[config.mk]
export PLATFORM = sky130hd
export DESIGN_NAME = clk_band_tuner
export DESIGN_NICKNAME = d
export VERILOG_FILES = /design/src/rtl/clk_band_tuner_pkg.sv /design/src/rtl/tuner_divider.sv /design/src/rtl/tuner_datapath.sv /design/src/rtl/tuner_control.sv /design/src/rtl/clk_band_tuner.sv
export SDC_FILE = /design/constraint.sdc
export NUM_CORES = 1
export LEC_CHECK = 0
export BUFFER_PORTS_ARGS = -buffer_cell sky130_fd_sc_hd__buf_4
export CAP_MARGIN = 20
export CORE_ASPECT_RATIO = 0.8
export CORE_MARGIN = 10
export CORE_UTILIZATION = 35
export CTS_CLUSTER_DIAMETER = 40
export DETAILED_ROUTE_END_ITERATION = 7
export PLACE_DENSITY = 0.54
export SYNTH_ARGS = -nofsm -noshare
export SYNTH_HDL_FRONTEND = slang
export SYNTH_HIERARCHICAL = 1
export SYNTH_SLANG_ARGS = --single-unit
export TNS_END_PERCENT = 100
[constraint.sdc]
create_clock -name clk -period 11.6 [get_ports clk]
set_clock_uncertainty 0.05 [all_clocks]
set_input_delay 2.32 -clock clk [delete_from_list [all_inputs] [get_ports clk]]
set_output_delay 2.32 -clock clk [all_outputs]
set_load 0.02 [all_outputs]
[src/rtl/clk_band_tuner_pkg.sv]
package clk_band_tuner_pkg;

  localparam int LIM_W = 16;
  localparam int WORD_W = 2 * LIM_W;
  localparam int ENABLE_BIT = 8;
  localparam logic [19:0] FREQ_TAG = 20'hABCDE;
  localparam int SCALE_DIV = 192;
  localparam int BAND1_MIN = 40;
  localparam int BAND2_MIN = 45;
  localparam int BAND3_MIN = 55;
  localparam int REF_MULT = 48;

  typedef struct packed {
    logic clrAcc;
    logic addSample;
    logic latchTag;
    logic latchAvg;
    logic divGo;
    logic divSel;
    logic loadBand;
    logic loadLimits;
    logic writeWord;
    logic stepLimits;
    logic dropEnable;
  } dpCmd_t;

  typedef enum logic [3:0] {
    S_IDLE, S_AVG, S_AVG_END, S_MHZ_GO, S_MHZ_RUN, S_LIM_GO, S_LIM_RUN,
    S_WRITE, S_POLL, S_HOLD, S_STEP, S_REWRITE
  } seqState_t;

  function automatic logic [6:0] bandToMhz(input logic [1:0] b);
    case (b)
      2'd0:    bandToMhz = 7'd33;
      2'd1:    bandToMhz = 7'd40;
      2'd2:    bandToMhz = 7'd50;
      default: bandToMhz = 7'd66;
    endcase
  endfunction

endpackage

[src/rtl/tuner_divider.sv]
module tuner_divider #(
  parameter int NUM_W = 17,
  parameter int DEN_W = 8
) (
  input  logic             clk,
  input  logic             rstN,
  input  logic             go,
  input  logic [NUM_W-1:0] numer,
  input  logic [DEN_W-1:0] denom,
  output logic [NUM_W-1:0] quot,
  output logic             fin
);
  localparam int CNT_W = $clog2(NUM_W + 1);

  logic [DEN_W-1:0] rem;
  logic [DEN_W-1:0] dReg;
  logic [NUM_W-1:0] q;
  logic [CNT_W-1:0] left;
  logic [DEN_W:0]   trial;
  logic [DEN_W:0]   diff;

  assign trial = {rem, q[NUM_W-1]};
  assign diff  = trial - {1'b0, dReg};
  assign quot  = q;

  always_ff @(posedge clk or negedge rstN) begin
    if (!rstN) begin
      rem  <= '0;
      dReg <= '0;
      q    <= '0;
      left <= '0;
      fin  <= 1'b0;
    end else if (go) begin
      q    <= numer;
      rem  <= '0;
      dReg <= denom;
      left <= CNT_W'(NUM_W);
      fin  <= 1'b0;
    end else if (left != '0) begin
      if (trial >= {1'b0, dReg}) begin
        rem <= diff[DEN_W-1:0];
        q   <= {q[NUM_W-2:0], 1'b1};
      end else begin
        rem <= trial[DEN_W-1:0];
        q   <= {q[NUM_W-2:0], 1'b0};
      end
      left <= left - 1'b1;
      fin  <= (left == CNT_W'(1));
    end else begin
      fin <= 1'b0;
    end
  end
endmodule

[src/rtl/tuner_datapath.sv]
module tuner_datapath
  import clk_band_tuner_pkg::*;
#(
  parameter int BASE_W   = 8,
  parameter int CNT_W    = 9,
  parameter int AVG_LOG2 = 7,
  parameter int TRY_W    = 4
) (
  input  logic              clk,
  input  logic              rstN,
  input  dpCmd_t            cmd,
  input  logic [31:0]       freqStatus,
  input  logic [CNT_W-1:0]  sampleCnt,
  input  logic [BASE_W-1:0] baseConst,
  input  logic              hiSpeedCap,
  input  logic [TRY_W-1:0]  tryIdx,
  output logic              tagOk,
  output logic              divDone,
  output logic [1:0]        band,
  output logic [6:0]        targetMhz,
  output logic [WORD_W-1:0] ctrlWord
);
  localparam int NUM_W = BASE_W + CNT_W;
  localparam int DEN_W = 8;
  localparam int ACC_W = CNT_W + AVG_LOG2;

  logic [ACC_W-1:0] accSum;
  logic [CNT_W-1:0] freqReg;
  logic [NUM_W-1:0] divNum;
  logic [DEN_W-1:0] divDen;
  logic [NUM_W-1:0] divQuot;
  logic [1:0]       bandReg;
  logic [6:0]       targetReg;
  logic [LIM_W-1:0] lowLim;
  logic [LIM_W-1:0] highLim;
  logic [WORD_W-1:0] wordReg;
  logic [1:0]       bandNext;
  logic [LIM_W-1:0] stepAmt;
  logic [LIM_W-1:0] widenAmt;

  assign tagOk = (freqStatus[31:12] == FREQ_TAG);

  // Shared divider: estimate in MHz first, then the lower limit
  assign divNum = cmd.divSel ? NUM_W'(bandToMhz(bandReg) * REF_MULT)
                             : NUM_W'(baseConst) * NUM_W'(freqReg);
  assign divDen = cmd.divSel ? {1'b0, targetReg} : DEN_W'(SCALE_DIV);

  tuner_divider #(.NUM_W(NUM_W), .DEN_W(DEN_W)) divI (
    .clk(clk), .rstN(rstN), .go(cmd.divGo),
    .numer(divNum), .denom(divDen), .quot(divQuot), .fin(divDone)
  );

  always_comb begin
    if (divQuot < NUM_W'(BAND1_MIN))      bandNext = 2'd0;
    else if (divQuot < NUM_W'(BAND2_MIN)) bandNext = 2'd1;
    else if (divQuot < NUM_W'(BAND3_MIN)) bandNext = 2'd2;
    else                                  bandNext = 2'd3;
  end

  assign stepAmt  = LIM_W'(tryIdx >> 1);
  assign widenAmt = (bandReg > 2'd1) ? LIM_W'(4) : LIM_W'(2);

  always_ff @(posedge clk or negedge rstN) begin
    if (!rstN) begin
      accSum    <= '0;
      freqReg   <= '0;
      bandReg   <= '0;
      targetReg <= '0;
      lowLim    <= '0;
      highLim   <= '0;
      wordReg   <= '0;
    end else begin
      if (cmd.clrAcc)    accSum  <= '0;
      if (cmd.addSample) accSum  <= accSum + ACC_W'(sampleCnt);
      if (cmd.latchTag)  freqReg <= freqStatus[CNT_W-1:0];
      if (cmd.latchAvg)  freqReg <= accSum[AVG_LOG2 +: CNT_W];
      if (cmd.loadBand) begin
        bandReg   <= bandNext;
        targetReg <= hiSpeedCap ? 7'd66 : 7'd50;
      end
      if (cmd.loadLimits) begin
        lowLim  <= divQuot[LIM_W-1:0];
        highLim <= divQuot[LIM_W-1:0] + widenAmt;
      end
      if (cmd.stepLimits) begin
        if (tryIdx[0]) lowLim  <= lowLim - stepAmt;
        else           highLim <= highLim + stepAmt;
      end
      if (cmd.writeWord)  wordReg <= {highLim, lowLim | LIM_W'(1 << ENABLE_BIT)};
      if (cmd.dropEnable) wordReg[ENABLE_BIT] <= 1'b0;
    end
  end

  assign band      = bandReg;
  assign targetMhz = targetReg;
  assign ctrlWord  = wordReg;
endmodule

[src/rtl/tuner_control.sv]
module tuner_control
  import clk_band_tuner_pkg::*;
#(
  parameter int AVG_LOG2     = 7,
  parameter int AVG_WAIT     = 1,
  parameter int POLL_WAIT    = 1,
  parameter int MAX_POLLS    = 20480,
  parameter int HOLD_SAMPLES = 4096,
  parameter int MAX_TRIES    = 8,
  parameter int TRY_W        = 4
) (
  input  logic             clk,
  input  logic             rstN,
  input  logic             start,
  input  logic             tagOk,
  input  logic             divDone,
  input  logic             lockFlag,
  output dpCmd_t           cmd,
  output logic [TRY_W-1:0] tryIdx,
  output logic             done,
  output logic             success,
  output logic             fail
);
  localparam int AVG_N  = 1 << AVG_LOG2;
  localparam int WMAX   = (AVG_WAIT > POLL_WAIT) ? AVG_WAIT : POLL_WAIT;
  localparam int WAIT_W = $clog2(WMAX + 1);
  localparam int SAMP_W = AVG_LOG2 + 1;
  localparam int POLL_W = $clog2(MAX_POLLS + 1);
  localparam int HOLD_W = $clog2(HOLD_SAMPLES + 1);

  seqState_t         state;
  logic [WAIT_W-1:0] waitCnt;
  logic [SAMP_W-1:0] sampCnt;
  logic [POLL_W-1:0] pollCnt;
  logic [HOLD_W-1:0] holdCnt;
  logic [TRY_W-1:0]  tryCnt;
  logic avgTick, pollTick, holdLast;

  assign avgTick  = (waitCnt == WAIT_W'(AVG_WAIT - 1));
  assign pollTick = (waitCnt == WAIT_W'(POLL_WAIT - 1));
  assign holdLast = (holdCnt == HOLD_W'(HOLD_SAMPLES - 1));
  assign tryIdx   = tryCnt;

  always_comb begin
    cmd = '0;
    case (state)
      S_IDLE:    if (start) begin
                   cmd.latchTag = tagOk;
                   cmd.clrAcc   = !tagOk;
                 end
      S_AVG:     cmd.addSample = avgTick;
      S_AVG_END: cmd.latchAvg = 1'b1;
      S_MHZ_GO:  cmd.divGo = 1'b1;
      S_MHZ_RUN: cmd.loadBand = divDone;
      S_LIM_GO:  begin cmd.divGo = 1'b1; cmd.divSel = 1'b1; end
      S_LIM_RUN: begin cmd.divSel = 1'b1; cmd.loadLimits = divDone; end
      S_WRITE:   cmd.writeWord = 1'b1;
      S_HOLD:    cmd.dropEnable = lockFlag && holdLast;
      S_STEP:    cmd.stepLimits = 1'b1;
      S_REWRITE: cmd.writeWord = 1'b1;
      default:   cmd = '0;
    endcase
  end

  always_ff @(posedge clk or negedge rstN) begin
    if (!rstN) begin
      state   <= S_IDLE;
      waitCnt <= '0;
      sampCnt <= '0;
      pollCnt <= '0;
      holdCnt <= '0;
      tryCnt  <= '0;
      done    <= 1'b0;
      success <= 1'b0;
      fail    <= 1'b0;
    end else begin
      case (state)
        S_IDLE: if (start) begin
          done    <= 1'b0;
          success <= 1'b0;
          fail    <= 1'b0;
          waitCnt <= '0;
          sampCnt <= '0;
          state   <= tagOk ? S_MHZ_GO : S_AVG;
        end
        S_AVG: if (avgTick) begin
          waitCnt <= '0;
          if (sampCnt == SAMP_W'(AVG_N - 1)) state <= S_AVG_END;
          else sampCnt <= sampCnt + 1'b1;
        end else begin
          waitCnt <= waitCnt + 1'b1;
        end
        S_AVG_END: state <= S_MHZ_GO;
        S_MHZ_GO:  state <= S_MHZ_RUN;
        S_MHZ_RUN: if (divDone) state <= S_LIM_GO;
        S_LIM_GO:  state <= S_LIM_RUN;
        S_LIM_RUN: if (divDone) state <= S_WRITE;
        S_WRITE: begin
          tryCnt  <= '0;
          waitCnt <= '0;
          pollCnt <= '0;
          state   <= S_POLL;
        end
        S_POLL: if (pollTick) begin
          waitCnt <= '0;
          if (lockFlag) begin
            holdCnt <= '0;
            state   <= S_HOLD;
          end else if (pollCnt == POLL_W'(MAX_POLLS - 1)) begin
            state <= S_STEP;
          end else begin
            pollCnt <= pollCnt + 1'b1;
          end
        end else begin
          waitCnt <= waitCnt + 1'b1;
        end
        S_HOLD: if (!lockFlag) begin
          state <= S_STEP;
        end else if (holdLast) begin
          success <= 1'b1;
          done    <= 1'b1;
          state   <= S_IDLE;
        end else begin
          holdCnt <= holdCnt + 1'b1;
        end
        S_STEP: state <= S_REWRITE;
        S_REWRITE: if (tryCnt == TRY_W'(MAX_TRIES - 1)) begin
          fail  <= 1'b1;
          done  <= 1'b1;
          state <= S_IDLE;
        end else begin
          tryCnt  <= tryCnt + 1'b1;
          waitCnt <= '0;
          pollCnt <= '0;
          state   <= S_POLL;
        end
        default: state <= S_IDLE;
      endcase
    end
  end
endmodule

[src/rtl/clk_band_tuner.sv]
module clk_band_tuner
  import clk_band_tuner_pkg::*;
#(
  parameter int AVG_LOG2     = 7,
  parameter int AVG_WAIT     = 1,
  parameter int POLL_WAIT    = 1,
  parameter int MAX_POLLS    = 20480,
  parameter int HOLD_SAMPLES = 4096,
  parameter int MAX_TRIES    = 8
) (
  input  logic        clk,
  input  logic        rstN,
  input  logic        start,
  input  logic [31:0] freqStatus,
  input  logic [8:0]  sampleCnt,
  input  logic [7:0]  baseConst,
  input  logic        hiSpeedCap,
  input  logic        lockFlag,
  output logic [1:0]  band,
  output logic [6:0]  targetMhz,
  output logic [31:0] ctrlWord,
  output logic        done,
  output logic        success,
  output logic        fail
);
  localparam int TRY_W = $clog2(MAX_TRIES + 1);

  dpCmd_t           cmd;
  logic [TRY_W-1:0] tryIdx;
  logic             tagOk;
  logic             divDone;

  tuner_control #(
    .AVG_LOG2(AVG_LOG2), .AVG_WAIT(AVG_WAIT), .POLL_WAIT(POLL_WAIT),
    .MAX_POLLS(MAX_POLLS), .HOLD_SAMPLES(HOLD_SAMPLES),
    .MAX_TRIES(MAX_TRIES), .TRY_W(TRY_W)
  ) ctrlI (
    .clk(clk), .rstN(rstN), .start(start), .tagOk(tagOk),
    .divDone(divDone), .lockFlag(lockFlag), .cmd(cmd), .tryIdx(tryIdx),
    .done(done), .success(success), .fail(fail)
  );

  tuner_datapath #(
    .BASE_W(8), .CNT_W(9), .AVG_LOG2(AVG_LOG2), .TRY_W(TRY_W)
  ) dpI (
    .clk(clk), .rstN(rstN), .cmd(cmd), .freqStatus(freqStatus),
    .sampleCnt(sampleCnt), .baseConst(baseConst), .hiSpeedCap(hiSpeedCap),
    .tryIdx(tryIdx), .tagOk(tagOk), .divDone(divDone), .band(band),
    .targetMhz(targetMhz), .ctrlWord(ctrlWord)
  );
endmodule

==> qor.yml, run 1 <==
global_routing:
  grt_max_degree: 119
  grt_overflow_total: 0
  grt_pass1_vias: 10400
  antenna_found_initial: 0
  grt_pass1_wl_um: 55500
  grtUsageTotal: 0.144
logic_synthesis:
  yosys-top-cells-area: "dfrtp_1, fa_1, ha_1"
  postSynthAreaPerCell_um2: 9.34
  ys_ff_latch: 180
  netlist_instances: 1413
  ys_warn_count: 6
  synth_top_area_share: 0.341
  yosysSeqAreaShare: 0.341
  synth.most_common_cell: "dfrtp_1"
  synth_area_um2: 13200
  yosysTopAreaCell: "dfrtp_1"
  synthArstFlopShare: 1.00
  synth.distinct_cells: 96
  synth_common_cells: "dfrtp_1, nand2_1, o21ai_0, inv_1, nor2_1"
  synth_edf_count: 0
  synth-main-ff-cell: "dfrtp_1"
critical_path:
  cp_slowest_cell: "fa_1"
  cp-end-kind: "register"
  crit_top_cell: "fa_1"
  crit_buf_inv: 3
  r2r_slack_ps: 6810
  r2r-end: "dpI/divI/quot[16]"
  path_cells: "buf_4 > and2_1 > fa_1 > fa_1 > fa_1 > inv_1 > fa_1 > inv_1 > ha_1 > a21oi_1 > o21ai_0 > o31ai_1 > mux2_2 > nand2_1 > o21ai_0"
  r2r_start: "dpI/freqReg[4]"
  crit_arrival_ps: 6490
  crit_fanout: 9
  worstSetupStartpointType: "input port"
  r2r_cells: 14
  slowest_delay_ps: 540
  worst-setup-path-type: "input port to register"
  critPathRequiredTime_ps: 11870
  critPathTopFamily: "adder cells"
placement:
  pre_cts_ws_ps: 4940
  place_congestion: 0.821
  place_hpwl_um: 24000
  io_buffers: 91
drt:
  post_drt_via_cell_ratio: 5.36
  wire_per_inst_um: 16.7
  drt_iter0_drc: 862
  dr.pass1.iters: 7
  routed_wl_um: 33000
  antenna_left: 0
  vias: 10600
  drc: 0
layout:
  area_delta_synth_final_pct: 13.0
  n_antenna_cell: 0
  nets: 1652
  drive_gt1_frac: 0.142
min_path:
  worstHoldPathType: "register to register"
  hold_path.startpoint: "dpI/divI/fin"
  holdPathStages: 1
  min_to: "ctrlI/state[1]"
clock_network:
  cts_hold_buf: 0
  cts_setup_buffers: 0
  cts.sinks: 180
  cts_tree: "done"
  clk_pin_slew_worst_paths_ps: 80
  cts_resized: 0
  cts_buffer_depth: 2
  cts_inserted_buffers: 17
  cts_root_buffer: "clkbuf_16"
  htreeDepth: 4
  clock_latency_ps: 460
sta:
  slew_viol_final: 0
  max_freq_mhz: 161
  whs_ps: 441
  fin_crit_sh: 0.536
  slew-limit-headroom: 0.310
  finalHoldViolCount: 0
  finalSetupViolCount: 0
  setup_ws_ps: 5380
  period_needed_ps: 6220
  tns_ps: 0
  tightest_slew_ps: 1030
  rsz0062_at_grt: "no"
power:
  powerDensity_nw_per_um2: 246
  total_power_w: 0.00367
  ir_worst_vdd_v: 0.000103
  leakage_nw: 6.65
floorplanning:
  rows: 63
  die_h_um: 194
  dieArea_um2: 45900
  initial_core_util: 0.355
  die_w_um: 237
  fp.coreArea_um2: 37100
  num_io_pins: 98
job:
  maxCapViolations: 0
run_status:
  status: "finished, final reports clean"
## power breakdown
group          leakage [nW]  internal (W)  switching, W  total (W)
sequential             2.24      0.000839      0.000301    0.00114
clock                 0.302      0.000328      0.000288   0.000617
combinational          4.10      0.000829       0.00109    0.00192
total                  6.65       0.00200       0.00168    0.00367
## worst max-delay path by stage
stage / cells after the start / slack [ps] / endpoint / start
global placement: 16 / 4950 / dpI/divI/quot[16] / baseConst[7]
CTS: 15 / 5430 / dpI/divI/quot[16] / baseConst[7]
finish: 15 / 5380 / dpI/divI/quot[16] / baseConst[7]
floorplan: 16 / 5340 / dpI/divI/quot[16] / baseConst[7]
global route: 17 / 5170 / dpI/divI/quot[13] / baseConst[7]
detailed placement: 16 / 4940 / dpI/divI/quot[16] / baseConst[7]
## through the flow
stage	instance area, um^2	utilization	std cells
CTS	14900	0.401	1976
finish	14900	0.401	1977
floorplan	13200	-	1418
detailed placement	14300	0.384	1944
global placement	14300	0.384	1944
global route	14900	0.401	1977
## kinds of logic (layout without fill, tap and decap cells)
group                    count (synthesis)  after routing  share of synthesized area
AND/OR/NAND/NOR                        501            501                      0.204
AO/OA/AOI/OAI                          333            333                      0.171
flip-flops                             180            180                      0.341
buffers and inverters                  163            235                     0.0557
adder cells (fa/ha/maj)                121            121                      0.142
multiplexers                            70             70                     0.0566
XOR/XNOR                                44             44                     0.0292
other                                    1              6                   0.000284
## layout by cell type (no fill, tap or decap), types with 8 or more instances in the layout
master | netlist | layout
dfrtp_1 | 180 | 180
nand2_1 | 122 | 122
o21ai_0 | 103 | 103
inv_1 | 101 | 101
buf_4 | 8 | 98
nor2_1 | 96 | 96
ha_1 | 74 | 74
a21oi_1 | 69 | 67
and2_1 | 66 | 66
fa_1 | 47 | 47
nand3_1 | 43 | 43
mux2_2 | 37 | 37
mux2i_1 | 33 | 33
xnor2_1 | 28 | 28
a211oi_1 | 20 | 20
nand4_1 | 19 | 19
clkbuf_16 | 0 | 17
nor3_1 | 20 | 17
and3_1 | 16 | 16
xor2_1 | 16 | 16
nand2b_1 | 15 | 15
or3_1 | 15 | 15
a21o_1 | 14 | 14
a31oi_1 | 13 | 13
o31ai_1 | 11 | 11
nor3b_1 | 11 | 11
nor2b_1 | 11 | 11
nor4_1 | 10 | 10
a311oi_1 | 9 | 9
nand3b_1 | 8 | 8
a22o_1 | 8 | 8
## area by class of cell
type / instances / area (um^2)
repair buffers: 100 / 777
clock inverters: 14 / 185
well taps: 487 / 609
flip-flops and latches: 180 / 4500
multi-input cells: 1075 / 8010
clock buffers: 18 / 429
inverters: 103 / 388
fillers: 3719 / 22200
## flip-flops by register name, indices dropped and copies added, names as in the netlist
register and count:
dpI/divI/fin 1, ctrlI/holdCnt 13, dpI/divI/left 5, dpI/band 2
ctrlI/sampCnt 8, dpI/lowLim 16, ctrlI/fail 1, dpI/targetMhz 3
ctrlI/state 4, ctrlI/done 1, dpI/divI/rem 8, dpI/divI/quot 17
dpI/freqReg 9, ctrlI/tryIdx 4, ctrlI/pollCnt 15, dpI/ctrlWord 32
ctrlI/success 1, dpI/divI/dReg 8, dpI/accSum 16, dpI/highLim 16
## worst reg2reg max path, stage by stage (launching register included)
cell and delay [ps]:
dfrtp_1 520, and2_1 250, fa_1 480, fa_1 520
fa_1 540, inv_1 60, fa_1 520, inv_1 40
ha_1 240, a21oi_1 330, o21ai_0 220, o31ai_1 300
mux2_2 420, nand2_1 90, o21ai_0 80
## per-layer routing
| layer | global-route usage | part of all wire | vias to the layer above |
|---|---|---|---|
| met2 | 0.214 | 0.44 | 191 |
| met4 | 0.0267 | 0.0067 | 0 |
| li1 | - | - | 5173 |
| met5 | 0 | 0 | - |
| met3 | 0.0317 | 0.045 | 14 |
| met1 | 0.212 | 0.51 | 5228 |
No activity file was read; power rests on OpenSTA's default activity.
==> run 2: changes to the inputs <==
==> constraint.sdc (replaced) <==
create_clock -name clk -period 6.1 [get_ports clk]
set_clock_uncertainty 0.05 [all_clocks]
set_input_delay 1.22 -clock clk [delete_from_list [all_inputs] [get_ports clk]]
set_output_delay 1.22 -clock clk [all_outputs]
set_load 0.02 [all_outputs]
==> qor.yml, run 2 (same netlist as run 1, synthesis figures left out) <==
run_status:
  status: "finished, final reports clean"
power:
  seq_power_share: 0.311  # about the same
  netSwitchingFraction: 0.455  # -0.00108
  pwr-share-clk: 0.164  # -0.004
  leakage_nw: 6.64  # about the same
  p_sw_w: 0.00318  # +90%
  ir_worst_vdd_v: 0.000209  # +100%
  combPwrFrac: 0.525  # +0.003
  internal_power_w: 0.00380  # +90%
  powerDensity_nw_per_um2: 469  # +90%
critical_path:
  crit_arrival_ps: 5370  # -1120 ps
  critPathRequiredTime_ps: 6350  # -5520 ps
  worstSetupStartpointType: "input port"
  r2r_slack_ps: 1320  # -5490 ps
  crit_fanout: 9  # unchanged
  worst-setup-path-type: "input port to register"
  cp-end-kind: "register"
layout:
  largest_reg_flops: 32  # unchanged
  nets: 1654  # +0.12%
  area_delta_synth_final_pct: 12.9  # about the same
  layout_common_cells: "dfrtp_1, nand2_1, o21ai_0, inv_1, buf_4"
  drive_gt1_frac: 0.142  # about the same
  n_antenna_cell: 0  # unchanged
  instances_no_fill: 1978  # +0.051%
  final_common_cell: "dfrtp_1"
sta:
  max_freq_mhz: 196
  fin_crit_sh: 0.838
  tns_ps: 0  # unchanged
  slew-limit-headroom: 0.459  # +0.149
  finalHoldViolCount: 0  # unchanged
  whs_ps: 443  # +1.48 ps
  slew_viol_final: 0  # unchanged
  tightest_slew_ps: 804  # -225 ps
  period_needed_ps: 5110
  setup_ws_ps: 986  # -4390 ps
  finalSetupViolCount: 0  # unchanged
  rsz0062_at_grt: "no"
drt:
  routed_wl_um: 33400  # +1.3%
  post_drt_via_cell_ratio: 5.37  # about the same
  drc: 0  # unchanged
  drt_iter0_drc: 784  # -9.0%
  antenna_left: 0  # unchanged
  wire_per_inst_um: 16.9  # +1.3%
  dr.pass1.iters: 5  # -2
  vias: 10600  # +0.066%
placement:
  place_hpwl_um: 24400  # +1.4%
  io_buffers: 91  # unchanged
  pre_cts_ws_ps: 526  # -4420 ps
  dp_cells: 1945  # +0.051%
  place_congestion: 0.823  # +0.28%
global_routing:
  antenna_found_initial: 0  # unchanged
  grt_pass1_wl_um: 55800  # +0.41%
  grt_max_degree: 73  # -39%
  grtUsageTotal: 0.146  # +0.00157
  grt_overflow_total: 0  # unchanged
  grt_pass1_vias: 10500  # +0.99%
floorplanning:
  num_io_pins: 98  # unchanged
  dieArea_um2: 45900  # unchanged
  rows: 63  # unchanged
  initial_core_util: 0.355  # unchanged
  die_w_um: 237  # unchanged
  fp.coreArea_um2: 37100  # unchanged
  die_h_um: 194  # unchanged
clock_network:
  cts_buffer_depth: 2  # unchanged
  cts_setup_buffers: 0  # unchanged
  cts.sinks: 180  # unchanged
  htreeDepth: 4  # unchanged
  cts_resized: 0  # unchanged
  clock_latency_ps: 450  # about the same
  cts_root_buffer: "clkbuf_16"
  cts_tree: "done"
  cts_inserted_buffers: 17  # unchanged
  cts_hold_buf: 0  # unchanged
  clk_pin_slew_worst_paths_ps: 60  # -20 ps
min_path:
  worstHoldPathType: "register to register"
job:
  maxCapViolations: 0  # unchanged
-- run 2: changes by cell type in the layout (fill, tap and decap cells not counted), sizes merged --
cell / delta
buf: +1
clkbuf: +3
clkinv: -4
clkinvlp: +1
-- run 2: power by group through the flow --
| stage | clock, W | sequential [W] | combinational (W) |
|---|---|---|---|
| floorplan | 0 | 0.00201 | 0.00285 |
| global placement | 0 | 0.00216 | 0.00359 |
| detailed placement | 0 | 0.00218 | 0.00364 |
| CTS | 0.00118 | 0.00216 | 0.00367 |
| global route | 0.00123 | 0.00224 | 0.00418 |
| finish | 0.00115 | 0.00217 | 0.00366 |
-- run 2: final cells by class --
type                            instances  area, um^2
Inverter                              103         388
Sequential cell                       180        4500
Tap cell                              487         609
Clock inverter                         11         141
Multi-Input combinational cell       1075        8010
Clock buffer                           20         447
Fill cell                            3697       22200
Timing Repair Buffer                  102         791
-- run 2: per-layer routing --
layer | wire length [um] | global-route usage | vias to the layer above
li1 | - | - | 5188
met1 | 17100 | 0.211 | 5180
met2 | 14400 | 0.214 | 216
met3 | 1490 | 0.0336 | 29
met4 | 463 | 0.0359 | 0
met5 | 0 | 0 | -
-- run 2: critical path: stages --
cell and delay [ps]:
buf_4 140, nand2_1 80, fa_1 520, fa_1 540, inv_1 50, fa_1 530, inv_1 60, fa_1 530
inv_1 50, ha_1 360, o21a_1 130, o31a_1 160, o31ai_2 420, nor2_1 100, a311o_1 330, nand2_1 60
o21ai_0 80
-- run 2: stage by stage --
stage | instance area (um^2) | total power (W) | utilization
after detailed placement | 14300 | 0.00582 | 0.384
after floorplan | 13200 | 0.00486 | -
after CTS | 14900 | 0.00701 | 0.400
final | 14900 | 0.00698 | 0.401
after global placement | 14300 | 0.00576 | 0.384
after global routing | 14900 | 0.00765 | 0.401
-- run 2: path summary, 6_finish.rpt --
kind,start,to,cells past startpoint
min in group asynchronous,rstN,dpI/targetMhz[5],1
worst max register to register,dpI/freqReg[0],dpI/divI/quot[13],16
max in group asynchronous,rstN,ctrlI/sampCnt[5],2
worst max-delay path,baseConst[7],dpI/divI/quot[13],17
worst min register to register,dpI/divI/fin,ctrlI/state[1],1
worst min-delay path,dpI/divI/fin,ctrlI/state[1],1
==> run 3: changes to the inputs <==
--- a/config.mk
+++ b/config.mk
@@ -5,6 +5,7 @@
 export SDC_FILE = /design/constraint.sdc
 export NUM_CORES = 1
 export LEC_CHECK = 0
+export ABC_AREA = 1
 export BUFFER_PORTS_ARGS = -buffer_cell sky130_fd_sc_hd__buf_4
 export CAP_MARGIN = 20
 export CORE_ASPECT_RATIO = 0.8
@@ -12,7 +13,7 @@
 export CORE_UTILIZATION = 35
 export CTS_CLUSTER_DIAMETER = 40
 export DETAILED_ROUTE_END_ITERATION = 7
-export PLACE_DENSITY = 0.54
+export PLACE_DENSITY = 0.56
 export SYNTH_ARGS = -nofsm -noshare
 export SYNTH_HDL_FRONTEND = slang
 export SYNTH_HIERARCHICAL = 1
==> constraint.sdc (replaced) <==
create_clock -name clk -period 4.5 [get_ports clk]
set_clock_uncertainty 0.05 [all_clocks]
set_input_delay 0.9 -clock clk [delete_from_list [all_inputs] [get_ports clk]]
set_output_delay 0.9 -clock clk [all_outputs]
set_load 0.02 [all_outputs]
==> qor.yml, run 3 <==
run_status:
  status: "finished, final reports clean"
global_routing:
  grtUsageTotal: 0.151  # +0.00519
  antenna_found_initial: 0  # unchanged
  grt_pass1_vias: 12200  # +16%
  grt_max_degree: 87  # +19%
  grt_pass1_wl_um: 60900  # +9.3%
  grt_overflow_total: 0  # unchanged
logic_synthesis:
  yosys-top-cells-area: "dfrtp_1, nand2_1, inv_1"
  synth_edf_count: 0  # unchanged
  synth-main-ff-cell: "dfrtp_1"
  ys_ff_latch: 180  # unchanged
  yosysSeqAreaShare: 0.320  # -0.0215
  synth_common_cells: "nand2_1, inv_1, dfrtp_1, nor2_1, nand3_1"
  synth_top_area_share: 0.320  # -0.0215
  yosysTopAreaCell: "dfrtp_1"
  netlist_instances: 2002  # +42%
  postSynthAreaPerCell_um2: 7.03  # -25%
  synth.distinct_cells: 52  # -46%
  ys_warn_count: 6  # unchanged
  synth.most_common_cell: "nand2_1"
  synth_area_um2: 14100  # +6.7%
  synthArstFlopShare: 1.00  # unchanged
layout:
  layout_common_cells: "nand2_1, inv_1, dfrtp_1, nor2_1, nand3_1"
  largest_reg_flops: 32  # unchanged
  final_area_um2: 16100  # +8.3%
  area_delta_synth_final_pct: 14.6
  final_common_cell: "nand2_1"
  drive_gt1_frac: 0.117  # -0.0243
  fin_util: 0.407  # +0.00616
  fillers: 4180  # +13%
  nets: 2270  # +37%
  n_antenna_cell: 0  # unchanged
drt:
  vias: 12700  # +20%
  drc: 0  # unchanged
  wire_per_inst_um: 13.5  # -20%
  antenna_left: 0  # unchanged
  drt_iter0_drc: 969  # +24%
  post_drt_via_cell_ratio: 4.82  # -10%
  dr.pass1.iters: 5  # unchanged
  routed_wl_um: 35800  # +6.9%
critical_path:
  path_cells: "buf_4 > nand2_1 > fa_1 > fa_1 > inv_1 > fa_1 > inv_1 > fa_1 > inv_1 > ha_4 > nand2_1 > inv_1 > nand2_1 > nand2_1 > nand2_1 > a21oi_1 > nor2_1 > a22oi_1 > o21ai_1"
  cp-end-kind: "register"
  critPathRequiredTime_ps: 4800  # -1550 ps
  crit_arrival_ps: 4530  # -840 ps
  worst-setup-path-type: "input port to register"
  crit_fanout: 7  # -2
  cp_slowest_cell: "fa_1"
  slowest_delay_ps: 540  # about the same
  crit_top_cell: "nand2_1"
  r2r_slack_ps: 300  # -1020 ps
  worstSetupStartpointType: "input port"
clock_network:
  cts_inserted_buffers: 17  # unchanged
  clock_latency_ps: 460  # about the same
  cts_root_buffer: "clkbuf_16"
  cts_setup_buffers: 0  # unchanged
  htreeDepth: 4  # unchanged
  cts.sinks: 180  # unchanged
  cts_buffer_depth: 2  # unchanged
  clk_pin_slew_worst_paths_ps: 70  # about the same
  cts_tree: "done"
sta:
  period_needed_ps: 4230
  finalHoldViolCount: 0  # unchanged
  finalSetupViolCount: 0  # unchanged
  slew_viol_final: 0  # unchanged
  slew-limit-headroom: 0.438  # -0.0214
  tightest_slew_ps: 841  # +36.4 ps
  rsz0062_at_grt: "no"
  max_freq_mhz: 236
  setup_ws_ps: 267  # -719 ps
  whs_ps: 428  # -15.1 ps
  fin_crit_sh: 0.941
placement:
  dpl_cell_area_um2: 15500  # +8.8%
  pre_cts_ws_ps: -218  # -744 ps
  io_buffers: 91  # unchanged
  place_congestion: 0.884  # +7.3%
  place_hpwl_um: 27800  # +14%
floorplanning:
  fp.coreArea_um2: 39600  # +6.7%
  rows: 65  # +3.2%
  die_h_um: 199  # +3.0%
  num_io_pins: 98  # unchanged
  die_w_um: 244  # +3.0%
  dieArea_um2: 48700  # +6.1%
  initial_core_util: 0.355  # about the same
min_path:
  worstHoldPathType: "register to register"
job:
  maxCapViolations: 0  # unchanged
run 3: cell types whose count changed after synthesis, moves of 15 or more:
cell      before  now
and3_1        16    0
nand2_1      122  590
xnor2_1       28    5
inv_1        101  337
mux2i_1       33    1
mux2_2        37    0
and2_1        66    0
or3_1         15    0
nor2_1        96  168
nand2b_1      15    0
nand3_1       43  149
a211oi_1      20    2
run 3: critical path: cells and delay by family:
kind | cells | cell delay [ps]
simple gates | 6 | 510
compound gates | 3 | 380
buf+inv | 5 | 380
fa+ha+maj | 5 | 2360
run 3: worst paths after layout:
check / start / depth (start not counted) / endpoint
setup / recovery: baseConst[6] / 19 / dpI/divI/quot[16]
hold / removal: dpI/ctrlWord[18] / 2 / dpI/ctrlWord[18]
setup reg to reg: dpI/freqReg[2] / 18 / dpI/divI/quot[16]
hold reg to reg: dpI/ctrlWord[18] / 2 / dpI/ctrlWord[18]
max in group asynchronous: rstN / 2 / dpI/freqReg[3]
min in group asynchronous: rstN / 1 / ctrlI/pollCnt[7]
run 3: metal layers:
layer,global-route usage,up-vias,share of wire
li1,-,6487,-
met1,0.214,6013,0.51
met2,0.229,224,0.43
met3,0.0340,19,0.052
met4,0.0370,0,0.0097
met5,0,-,0
run 3: repair_timing:
item | 4_1_cts | 5_1_grt
resized for setup | 0 | 1
hold buffers | 0 | 0
setup endpoints to repair | 0 | 1
run 3: cell type report:
class / instances / area [um^2] / share of cell area
Sequential cell: 180 / 4510 / 0.279
Multi-Input combinational cell: 1413 / 8020 / 0.498
Clock inverter: 13 / 161 / 0.0100
Timing Repair Buffer: 129 / 987 / 0.0612
Clock buffer: 19 / 443 / 0.0275
Inverter: 354 / 1340 / 0.0829
Tap cell: 536 / 671 / 0.0416
run 3: kinds of logic after synthesis:
kind of cell	count (synthesis)	synth area share
buffers and inverters	414	0.117
flip-flops	180	0.320
other	1	0.000266
XOR/XNOR	24	0.0149
adder cells (fa/ha/maj)	121	0.133
AND/OR/NAND/NOR	1015	0.311
multiplexers	1	0.000711
AO/OA/AOI/OAI	246	0.103
run 3: metrics by stage:
step,instances,setup TNS (ps)
2_1_floorplan,2007,-16.9
3_3_place_gp,2612,-1720
3_5_place_dp,2612,-1810
4_1_cts,2644,0
5_1_grt,2644,0
6_report,2644,0
Power of run 3 is left out: the tool's default activity adds up to more than one toggle a clock period on the data nets, which glitch-free logic cannot reach.
